**src/rtl/r4acs_pkg.sv**
```systemverilog
package r4acs_pkg;
   localparam int unsigned NUM_CAND = 4;
   localparam int unsigned SEL_W    = 2;
   localparam int unsigned NUM_PAIR = NUM_CAND * (NUM_CAND - 1) / 2;
   localparam int unsigned NUM_OFS  = NUM_CAND - 1;

   typedef logic [SEL_W-1:0] sel_t;

   // lower-indexed member of pair p
   function automatic int unsigned pair_first(int unsigned p);
      if (p < 3)      return 0;
      else if (p < 5) return 1;
      else            return 2;
   endfunction

   // higher-indexed member of pair p
   function automatic int unsigned pair_second(int unsigned p);
      case (p)
         0:       return 1;
         1:       return 2;
         3:       return 2;
         default: return 3;
      endcase
   endfunction
endpackage

```
**src/rtl/r4_pair_cmp.sv**
```systemverilog
module r4_pair_cmp
   import r4acs_pkg::*;
#(
   parameter int unsigned W = 10
)(
   input  logic [W-1:0] cand_i  [NUM_CAND],
   output logic [W-1:0] pdiff_o [NUM_PAIR],
   output logic         ge_o    [NUM_PAIR]
);
   // every pair is subtracted in one flat level
   for (genvar p = 0; p < NUM_PAIR; p++) begin : g_pair
      localparam int unsigned F = pair_first(p);
      localparam int unsigned S = pair_second(p);
      assign pdiff_o[p] = cand_i[F] - cand_i[S];
      assign ge_o[p]    = ~pdiff_o[p][W-1];
   end
endmodule

```
**src/rtl/r4_sel_enc.sv**
```systemverilog
module r4_sel_enc
   import r4acs_pkg::*;
(
   input  logic ge_i [NUM_PAIR],
   output sel_t sel_o
);
   // pair order: AB, AC, AD, BC, BD, CD
   logic a_top, b_top, c_top;

   always_comb begin
      a_top = ge_i[0] & ge_i[1] & ge_i[2];
      b_top = ~ge_i[0] & ge_i[3] & ge_i[4];
      c_top = ~ge_i[1] & ~ge_i[3] & ge_i[5];
      if (a_top)      sel_o = 2'd0;
      else if (b_top) sel_o = 2'd1;
      else if (c_top) sel_o = 2'd2;
      else            sel_o = 2'd3;
   end
endmodule

```
**src/rtl/r4_margin_corr.sv**
```systemverilog
module r4_margin_corr
   import r4acs_pkg::*;
#(
   parameter int unsigned W      = 10,
   parameter bit          LOGMAP = 1'b1
)(
   input  sel_t         sel_i,
   input  logic [W-1:0] pdiff_i [NUM_PAIR],
   output logic [W-1:0] corr_o
);
   logic [W-1:0] mrg [NUM_OFS];
   logic [W-1:0] m01, mmin;

   always_comb begin
      case (sel_i)
         2'd0: begin mrg[0] = pdiff_i[0];  mrg[1] = pdiff_i[1];  mrg[2] = pdiff_i[2];  end
         2'd1: begin mrg[0] = -pdiff_i[0]; mrg[1] = pdiff_i[3];  mrg[2] = pdiff_i[4];  end
         2'd2: begin mrg[0] = -pdiff_i[1]; mrg[1] = -pdiff_i[3]; mrg[2] = pdiff_i[5];  end
         default: begin mrg[0] = -pdiff_i[2]; mrg[1] = -pdiff_i[4]; mrg[2] = -pdiff_i[5]; end
      endcase
      m01  = (mrg[0] < mrg[1]) ? mrg[0] : mrg[1];
      mmin = (m01 < mrg[2]) ? m01 : mrg[2];
   end

   if (LOGMAP) begin : g_logmap
      always_comb begin
         if (mmin <= W'(1))      corr_o = W'(2);
         else if (mmin <= W'(3)) corr_o = W'(1);
         else                    corr_o = '0;
      end
   end else begin : g_maxlog
      logic [W-1:0] unused_m;
      assign unused_m = mmin;
      assign corr_o   = '0;
   end
endmodule

```
**src/rtl/r4_acs_fwd.sv**
```systemverilog
module r4_acs_fwd
   import r4acs_pkg::*;
#(
   parameter int unsigned W      = 10,
   parameter bit          LOGMAP = 1'b1
)(
   input  logic [W-1:0] sm_i   [NUM_CAND],
   input  logic [W-1:0] bm_i   [NUM_CAND],
   output logic [W-1:0] win_o,
   output logic [W-1:0] metric_o,
   output sel_t         sel_o,
   output logic [W-1:0] ofs_o  [NUM_OFS]
);
   logic [W-1:0] cand  [NUM_CAND];
   logic [W-1:0] pdiff [NUM_PAIR];
   logic         ge    [NUM_PAIR];
   logic [W-1:0] corr;

   for (genvar k = 0; k < NUM_CAND; k++) begin : g_add
      assign cand[k] = sm_i[k] + bm_i[k];
   end

   r4_pair_cmp #(.W(W)) i_cmp (
      .cand_i  (cand),
      .pdiff_o (pdiff),
      .ge_o    (ge)
   );

   r4_sel_enc i_enc (
      .ge_i  (ge),
      .sel_o (sel_o)
   );

   r4_margin_corr #(.W(W), .LOGMAP(LOGMAP)) i_corr (
      .sel_i   (sel_o),
      .pdiff_i (pdiff),
      .corr_o  (corr)
   );

   // the first three pairs are A minus B/C/D; offsets are their negation
   for (genvar k = 0; k < NUM_OFS; k++) begin : g_ofs
      assign ofs_o[k] = -pdiff[k];
   end

   assign win_o    = cand[sel_o];
   assign metric_o = win_o + corr;
endmodule

```
**src/rtl/r4_tbu.sv**
```systemverilog
module r4_tbu
   import r4acs_pkg::*;
#(
   parameter int unsigned W = 10
)(
   input  logic [W-1:0] win_i,
   input  sel_t         sel_i,
   input  logic [W-1:0] ofs_i  [NUM_OFS],
   output logic [W-1:0] cand_o [NUM_CAND]
);
   logic [W-1:0] base;

   always_comb begin
      case (sel_i)
         2'd0:    base = win_i;
         2'd1:    base = win_i - ofs_i[0];
         2'd2:    base = win_i - ofs_i[1];
         default: base = win_i - ofs_i[2];
      endcase
   end

   assign cand_o[0] = base;
   for (genvar k = 0; k < NUM_OFS; k++) begin : g_rebuild
      assign cand_o[k+1] = base + ofs_i[k];
   end
endmodule

```
**src/rtl/r4_acs_selpair.sv**
```systemverilog
module r4_acs_selpair
   import r4acs_pkg::*;
#(
   parameter int unsigned W      = 10,
   parameter bit          LOGMAP = 1'b1
)(
   input  logic                  clk,
   input  logic                  rst_n,
   input  logic                  fw_vld_i,
   input  logic [NUM_CAND*W-1:0] fw_sm_i,
   input  logic [NUM_CAND*W-1:0] fw_bm_i,
   output logic                  fw_vld_o,
   output logic [W-1:0]          fw_max_o,
   output logic [W-1:0]          fw_metric_o,
   output logic [SEL_W-1:0]      fw_sel_o,
   output logic [NUM_OFS*W-1:0]  fw_diff_o,
   input  logic                  tb_vld_i,
   input  logic [W-1:0]          tb_win_i,
   input  logic [SEL_W-1:0]      tb_sel_i,
   input  logic [NUM_OFS*W-1:0]  tb_diff_i,
   output logic                  tb_vld_o,
   output logic [NUM_CAND*W-1:0] tb_cand_o
);
   if (W < 4 || W > 32) begin : g_bad_width
      $error("r4_acs_selpair: W must lie in 4..32");
   end

   logic [W-1:0] sm      [NUM_CAND];
   logic [W-1:0] bm      [NUM_CAND];
   logic [W-1:0] f_ofs   [NUM_OFS];
   logic [W-1:0] t_ofs   [NUM_OFS];
   logic [W-1:0] t_cand  [NUM_CAND];
   logic [W-1:0] f_win, f_metric;
   sel_t         f_sel;
   logic [NUM_OFS*W-1:0]  f_ofs_flat;
   logic [NUM_CAND*W-1:0] t_cand_flat;

   for (genvar k = 0; k < NUM_CAND; k++) begin : g_unpack_c
      assign sm[k] = fw_sm_i[k*W +: W];
      assign bm[k] = fw_bm_i[k*W +: W];
      assign t_cand_flat[k*W +: W] = t_cand[k];
   end
   for (genvar k = 0; k < NUM_OFS; k++) begin : g_unpack_o
      assign t_ofs[k] = tb_diff_i[k*W +: W];
      assign f_ofs_flat[k*W +: W] = f_ofs[k];
   end

   r4_acs_fwd #(.W(W), .LOGMAP(LOGMAP)) i_fwd (
      .sm_i     (sm),
      .bm_i     (bm),
      .win_o    (f_win),
      .metric_o (f_metric),
      .sel_o    (f_sel),
      .ofs_o    (f_ofs)
   );

   r4_tbu #(.W(W)) i_tbu (
      .win_i  (tb_win_i),
      .sel_i  (tb_sel_i),
      .ofs_i  (t_ofs),
      .cand_o (t_cand)
   );

   always_ff @(posedge clk or negedge rst_n) begin
      if (!rst_n) begin
         fw_vld_o    <= 1'b0;
         fw_max_o    <= '0;
         fw_metric_o <= '0;
         fw_sel_o    <= '0;
         fw_diff_o   <= '0;
      end else begin
         fw_vld_o <= fw_vld_i;
         if (fw_vld_i) begin
            fw_max_o    <= f_win;
            fw_metric_o <= f_metric;
            fw_sel_o    <= f_sel;
            fw_diff_o   <= f_ofs_flat;
         end
      end
   end

   always_ff @(posedge clk or negedge rst_n) begin
      if (!rst_n) begin
         tb_vld_o  <= 1'b0;
         tb_cand_o <= '0;
      end else begin
         tb_vld_o <= tb_vld_i;
         if (tb_vld_i) tb_cand_o <= t_cand_flat;
      end
   end
endmodule

```
**config.mk**
```make
export PLATFORM = sky130hd
export DESIGN_NAME = r4_acs_selpair
export DESIGN_NICKNAME = d
export VERILOG_FILES = /design/src/rtl/r4acs_pkg.sv /design/src/rtl/r4_pair_cmp.sv /design/src/rtl/r4_sel_enc.sv /design/src/rtl/r4_margin_corr.sv /design/src/rtl/r4_acs_fwd.sv /design/src/rtl/r4_tbu.sv /design/src/rtl/r4_acs_selpair.sv
export SDC_FILE = /design/constraint.sdc
export NUM_CORES = 1
export LEC_CHECK = 0
export BUFFER_PORTS_ARGS = -buffer_cell sky130_fd_sc_hd__buf_2
export CORE_MARGIN = 2
export CORE_UTILIZATION = 60
export DETAILED_ROUTE_END_ITERATION = 12
export GPL_ROUTABILITY_DRIVEN = 0
export GPL_TIMING_DRIVEN = 0
export PLACE_DENSITY = 0.91
export SLEW_MARGIN = 20
export SYNTH_ARGS = -nofsm -noshare
export SYNTH_HDL_FRONTEND = slang
export SYNTH_SLANG_ARGS = --single-unit
```
**constraint.sdc**
```tcl
create_clock -name clk -period 1.1 [get_ports clk]
set_input_delay 0.22 -clock clk [delete_from_list [all_inputs] [get_ports clk]]
set_output_delay 0.22 -clock clk [all_outputs]
set_load 0.03 [all_outputs]
```
==> metrics.txt, run 1 <==
# TYPE chip_impl_metric gauge
chip_impl_info{name="status",value="stopped before the end"} 1
chip_impl_info{name="haltStage",value="global routing"} 1
chip_impl_info{name="error",value="[ERROR GRT-0116] Global routing finished with congestion. Check the congestion regions in the DRC Viewer."} 1
chip_impl_metric{name="yosys.area_share.xor_xnor",unit="%"} 13.9
chip_impl_metric{name="compound_gate_portion_of_the_synthesized_area",unit="%"} 22.8
chip_impl_metric{name="global_route_wire_length_before_repair",unit="mm"} 116
chip_impl_metric{name="synth.avg_cell_area",unit="sq um"} 8.94
chip_impl_metric{name="synth_mux_area_share",unit="%"} 8.60
chip_impl_metric{name="die_wd",unit="um"} 143
chip_impl_metric{name="std_cell_rows",unit=""} 50
chip_impl_metric{name="hpwl",unit="mm"} 31.6
chip_impl_metric{name="yosysWarnings",unit=""} 0
chip_impl_metric{name="cts_made_buffers",unit=""} 9
chip_impl_info{name="dominant_cell_by_count_in_the_synthesized_netlist",value="sky130_fd_sc_hd__ha_1"} 1
chip_impl_metric{name="grt_start_max_net_pins",unit=""} 84
chip_impl_metric{name="fraction_of_registers_with_async_set_reset",unit="%"} 100
chip_impl_metric{name="mappedNetlistArea",unit="sq mm"} 0.0117
chip_impl_metric{name="first_global_vias",unit=""} 17600
chip_impl_info{name="ys_top_cells_by_count",value="sky130_fd_sc_hd__ha_1, sky130_fd_sc_hd__xnor2_1, sky130_fd_sc_hd__inv_1"} 1
chip_impl_metric{name="synthDominantCellAreaShare",unit="%"} 20.2
chip_impl_metric{name="cts-htree-levels",unit=""} 3
chip_impl_metric{name="clock_sink_count",unit=""} 94
chip_impl_metric{name="floorplan.die.height",unit="um"} 143
chip_impl_metric{name="grtUsageTotal",unit="%"} 76.1
chip_impl_metric{name="grt_overflow_total",unit=""} 179
chip_impl_metric{name="syn-instance-count",unit=""} 1303
chip_impl_info{name="synth_top_family_by_area",value="compound AO/OA/AOI/OAI gates"} 1
chip_impl_info{name="synth_area_leaders",value="sky130_fd_sc_hd__dfrtp_1, sky130_fd_sc_hd__ha_1, sky130_fd_sc_hd__xnor2_1, sky130_fd_sc_hd__mux2_2, sky130_fd_sc_hd__a21oi_1"} 1
chip_impl_metric{name="synth_nets",unit=""} 1588
chip_impl_metric{name="adder_cell_fraction_of_synth_area",unit="%"} 18.4
chip_impl_metric{name="pin_count",unit=""} 220
chip_impl_info{name="synth_top_flop_cell",value="sky130_fd_sc_hd__dfrtp_1"} 1
chip_impl_info{name="clock-root-buffer",value="sky130_fd_sc_hd__clkbuf_16"} 1
chip_impl_metric{name="synth_cell_types",unit=""} 95
chip_impl_info{name="netlist.top_cell.by_area",value="sky130_fd_sc_hd__dfrtp_1"} 1
chip_impl_metric{name="synth_edf_count",unit=""} 0
chip_impl_metric{name="clock_path_buffers",unit=""} 2
chip_impl_metric{name="initial_core_util",unit="%"} 61.7
chip_impl_metric{name="synth-simple-area-share",unit="%"} 11.2
chip_impl_metric{name="yosysSeqAreaShare",unit="%"} 20.2
chip_impl_metric{name="portbufs",unit=""} 219
chip_impl_metric{name="postSynthRegisterBits",unit=""} 94
chip_impl_metric{name="placed_cells",unit=""} 1783
==> logic make-up after synthesis <==
| kind of cell | after synthesis |
|---|---|
| AO/OA/AOI/OAI | 384 |
| AND/OR/NAND/NOR | 256 |
| XOR/XNOR | 175 |
| adder cells (fa/ha/maj) | 163 |
| buffers and inverters | 140 |
| flip-flops | 94 |
| multiplexers | 91 |
==> stage by stage <==
| stage | worst slack [ns] | hold WS, ns | setup TNS [ns] | cell area [sq um] |
|---|---|---|---|---|
| 4_1_cts | -7.76 | 0.206 | -227.99 | 17500 |
| 2_1_floorplan | -7.28 | -0.0756 | -217.89 | 12900 |
| 3_3_place_gp | -8.57 | 0.345 | -367.51 | 14300 |
| 3_5_place_dp | -8.83 | 0.0456 | -278.44 | 14400 |
==> layer usage <==
layer / overflow / GRT usage [%]
met5: 0 / 21.6
met4: 74 / 79.5
met3: 4 / 60.4
met2: 94 / 93.7
met1: 7 / 74.4
==> repair_timing <==
item | 4_1_cts
cloned | 0
setup buffers | 165
endpoints found under the hold margin | 64
hold buffers | 3
gates resized for setup | 280
pin swaps | 136
setup endpoints to repair | 184
==> run 2, diff against run 1 <==
--- a/config.mk
+++ b/config.mk
@@ -7,11 +7,11 @@
 export LEC_CHECK = 0
 export BUFFER_PORTS_ARGS = -buffer_cell sky130_fd_sc_hd__buf_2
 export CORE_MARGIN = 2
-export CORE_UTILIZATION = 60
+export CORE_UTILIZATION = 40
 export DETAILED_ROUTE_END_ITERATION = 12
 export GPL_ROUTABILITY_DRIVEN = 0
 export GPL_TIMING_DRIVEN = 0
-export PLACE_DENSITY = 0.91
+export PLACE_DENSITY_LB_ADDON = 0.15
 export SLEW_MARGIN = 20
 export SYNTH_ARGS = -nofsm -noshare
 export SYNTH_HDL_FRONTEND = slang
==> run 2 against run 1 <==
  * The flow now finishes, with violations (setup timing)
  * Synthesized cell count stayed put
  * Area after synthesis stayed put
==> metrics.txt, run 2 <==
# TYPE chip_impl_metric gauge
chip_impl_info{name="status",value="complete, but fails checks"} 1
chip_impl_info{name="violations",value="setup timing"} 1
chip_impl_metric{name="yosysWarnings",unit=""} 0
chip_impl_metric{name="postSynthRegisterBits",unit=""} 94
chip_impl_metric{name="die_wd",unit="um"} 175
chip_impl_metric{name="clk_pin_slew",unit="ns"} 0.08
chip_impl_metric{name="grt_start_max_net_pins",unit=""} 57
chip_impl_info{name="final_common_cell",value="sky130_fd_sc_hd__buf_4"} 1
chip_impl_metric{name="grt_overflow_total",unit=""} 0
chip_impl_metric{name="yosysSeqAreaShare",unit="%"} 20.2
chip_impl_metric{name="hpwl",unit="mm"} 32.8
chip_impl_info{name="largestRegisters",value="tb_cand_o (40), fw_diff_o (30)"} 1
chip_impl_metric{name="count_of_max_cap_constraint_violations",unit=""} 0
chip_impl_metric{name="placeableCoreArea",unit="sq mm"} 0.0287
chip_impl_metric{name="fraction_of_registers_with_async_set_reset",unit="%"} 100
chip_impl_metric{name="cts_made_buffers",unit=""} 9
chip_impl_info{name="ys_top_cells_by_count",value="sky130_fd_sc_hd__ha_1, sky130_fd_sc_hd__xnor2_1, sky130_fd_sc_hd__inv_1"} 1
chip_impl_metric{name="critical_path_buf_inv_count",unit=""} 5
chip_impl_metric{name="critical_path_peak_fanout",unit=""} 7
chip_impl_metric{name="critPathRequiredTime",unit="ns"} 1.32
chip_impl_metric{name="drt-vias-per-instance",unit=""} 5.90
chip_impl_metric{name="finalSetupViolations",unit=""} 180
chip_impl_metric{name="number_of_search_and_repair_iterations_in_the_first_detailed_routing_pass",unit=""} 6
chip_impl_metric{name="syn2layout_area_growth",unit="%"} 74.9
chip_impl_metric{name="final-hold-violation-count",unit=""} 0
chip_impl_metric{name="fmax",unit="GHz"} 0.110
chip_impl_metric{name="timing_worst_slew_pin_value",unit="ns"} 0.918
chip_impl_info{name="setup_repair_after_global_routing_missed_its_margin",value="true"} 1
chip_impl_metric{name="largest_register_ffs",unit=""} 40
chip_impl_metric{name="floorplan.die.height",unit="um"} 175
chip_impl_metric{name="clock_sink_count",unit=""} 94
chip_impl_metric{name="route.detailed.wl_per_inst",unit="um"} 21.7
chip_impl_metric{name="data_arrival_time_at_the_worst_slack_endpoint",unit="ns"} 9.28
chip_impl_metric{name="portbufs",unit=""} 219
chip_impl_metric{name="pin_count",unit=""} 220
chip_impl_metric{name="finish.utilization",unit="%"} 71.0
chip_impl_metric{name="post_dp_cell_area",unit="sq mm"} 0.0145
chip_impl_info{name="max_flop_register",value="tb_cand_o"} 1
chip_impl_info{name="cts_tree",value="yes"} 1
chip_impl_metric{name="first_global_vias",unit=""} 12300
chip_impl_metric{name="grtUsageTotal",unit="%"} 28.6
chip_impl_info{name="clock-root-buffer",value="sky130_fd_sc_hd__clkbuf_16"} 1
chip_impl_metric{name="wl",unit="mm"} 48.2
chip_impl_metric{name="synth_cell_types",unit=""} 95
chip_impl_info{name="dominant_cell_by_count_in_the_synthesized_netlist",value="sky130_fd_sc_hd__ha_1"} 1
chip_impl_metric{name="synth_nets",unit=""} 1588
chip_impl_info{name="netlist.top_cell.by_area",value="sky130_fd_sc_hd__dfrtp_1"} 1
chip_impl_metric{name="clock_path_buffers",unit=""} 2
chip_impl_info{name="critPathSlowestCell",value="sky130_fd_sc_hd__a222oi_1"} 1
chip_impl_metric{name="synthDominantCellAreaShare",unit="%"} 20.2
chip_impl_metric{name="hold-worst-slack",unit="ns"} 0.228
chip_impl_metric{name="finalSetupTns",unit="ns"} -234.21
chip_impl_metric{name="final_cell_area",unit="sq mm"} 0.0204
chip_impl_metric{name="crit_path_max_incr_delay",unit="ns"} 0.48
chip_impl_metric{name="fill_cell_instance_count_of_the_final_layout",unit=""} 1918
chip_impl_info{name="synth_top_flop_cell",value="sky130_fd_sc_hd__dfrtp_1"} 1
chip_impl_metric{name="fin_ws",unit="ns"} -7.96
chip_impl_metric{name="number_of_antenna_violations_at_the_first_check_in_global_routing",unit=""} 0
chip_impl_metric{name="final_max_slew_viol_count",unit=""} 0
chip_impl_metric{name="global_route_wire_length_before_repair",unit="mm"} 68.6
chip_impl_metric{name="slew-limit-headroom",unit="%"} 38.8
chip_impl_info{name="criticalPathCategory",value="in -> reg"} 1
chip_impl_metric{name="mappedNetlistArea",unit="sq mm"} 0.0117
chip_impl_metric{name="synth_edf_count",unit=""} 0
chip_impl_metric{name="finalWorstPathRequiredPeriod",unit="ns"} 9.06
chip_impl_info{name="timing.critical_path.max_delay_family",value="compound AO/OA/AOI/OAI gates"} 1
chip_impl_metric{name="final.setup_skew",unit="ns"} 0
chip_impl_metric{name="min_period_over_period",unit="%"} 824
chip_impl_metric{name="std_cell_rows",unit=""} 62
chip_impl_metric{name="antenna_cells",unit=""} 0
chip_impl_info{name="hold_path_class",value="in -> reg"} 1
chip_impl_metric{name="routed-via-count",unit=""} 13100
chip_impl_metric{name="drtIter0Drc",unit=""} 1238
chip_impl_info{name="worst_setup_path_end_kind",value="flip-flop"} 1
chip_impl_metric{name="syn-instance-count",unit=""} 1303
chip_impl_metric{name="detail-route-antenna-nets",unit=""} 0
chip_impl_metric{name="clock_latency",unit="ns"} 0.36
chip_impl_metric{name="layout-drive-gt1-share",unit="%"} 57.1
chip_impl_metric{name="initial_core_util",unit="%"} 40.6
chip_impl_info{name="synth_area_leaders",value="sky130_fd_sc_hd__dfrtp_1, sky130_fd_sc_hd__ha_1, sky130_fd_sc_hd__xnor2_1, sky130_fd_sc_hd__mux2_2, sky130_fd_sc_hd__a21oi_1"} 1
chip_impl_info{name="layout_common_cells",value="sky130_fd_sc_hd__buf_4, sky130_fd_sc_hd__buf_6, sky130_fd_sc_hd__buf_2, sky130_fd_sc_hd__dfrtp_1, sky130_fd_sc_hd__ha_1"} 1
chip_impl_metric{name="layout.nets",unit=""} 2117
chip_impl_info{name="start_kind",value="primary input"} 1
chip_impl_metric{name="synth.avg_cell_area",unit="sq um"} 8.94
chip_impl_metric{name="cts-htree-levels",unit=""} 3
chip_impl_metric{name="die_area",unit="sq mm"} 0.0305
chip_impl_metric{name="route.detailed.drc",unit=""} 0
==> run 2: cell counts after synthesis <==
No cell type changed its count.
==> run 2: layer usage <==
| metal | routed length, um | part of all wire, % | vias up | global-route usage (%) |
|---|---|---|---|---|
| met3 | 4070 | 8.4 | 192 | 3.63 |
| met1 | 19400 | 40 | 6296 | 38.6 |
| met5 | 0 | 0 | - | 0 |
| met4 | 2630 | 5.4 | 0 | 13.2 |
| met2 | 22100 | 46 | 793 | 45.6 |
| li1 | - | - | 5816 | - |
==> run 2: final cells by class <==
| class | count | area [sq um] | share of cell area (%) |
|---|---|---|---|
| clock buffer | 9 | 225 | 1.10 |
| timing repair buffer | 521 | 4420 | 21.7 |
| tap | 384 | 480 | 2.36 |
| sequential | 94 | 2350 | 11.5 |
| clock inverter | 7 | 73.8 | 0.362 |
| inverter | 99 | 415 | 2.04 |
| buffer | 38 | 392 | 1.92 |
| multi-input combinational | 1069 | 12000 | 59.0 |
==> run 2: kinds of logic after synthesis <==
kind of cell | count (synthesis) | share of synthesized area, %
xor gates and xnor gates | 175 | 13.9
buffers and inverters | 140 | 4.97
DFF | 94 | 20.2
and+or+nand+nor | 256 | 11.2
muxes | 91 | 8.60
adders and majority gates | 163 | 18.4
AOI/OAI and AO/OA | 384 | 22.8
==> run 2: final timing paths <==
check | start | to | slack (ns) | cells after the start
max in group asynchronous | rst_n | tb_cand_o[8] | 0.14 | 3
setup reg to reg | tb_cand_o[23] | tb_cand_o[23] | 0.16 | 2
min in group asynchronous | rst_n | fw_metric_o[1] | 0.33 | 2
hold / removal | tb_diff_i[9] | tb_cand_o[19] | 0.23 | 3
setup / recovery | fw_sm_i[3] | fw_metric_o[9] | -7.96 | 54
hold reg to reg | tb_cand_o[36] | tb_cand_o[36] | 0.54 | 1
==> run 2: what timing repair did <==
action | 4_1_cts | 5_1_grt
setup buffers | 222 | 84
gates resized for setup | 490 | 191
hold endpoints to repair | 40 | 0
endpoints found under the setup margin | 184 | 185
hold buffers | 3 | 0
pin swaps | 144 | 131
==> run 2: per-stage QoR <==
step | cells | setup WS [ns]
2_1_floorplan | 1303 | -7.28
3_3_place_gp | 1906 | -8.88
3_5_place_dp | 1907 | -8.94
4_1_cts | 2147 | -7.69
5_1_grt | 2221 | -8.26
6_report | 2221 | -7.96
==> run 2: worst register-to-register path, cell delays in order (launching register included) <==
cell	delay, ns
sky130_fd_sc_hd__dfrtp_1	0.42
sky130_fd_sc_hd__buf_4	0.15
sky130_fd_sc_hd__mux2_4	0.26
Power of run 2 is left out: the tool's default activity adds up to more than one toggle a clock period on the data nets, which glitch-free logic cannot reach.
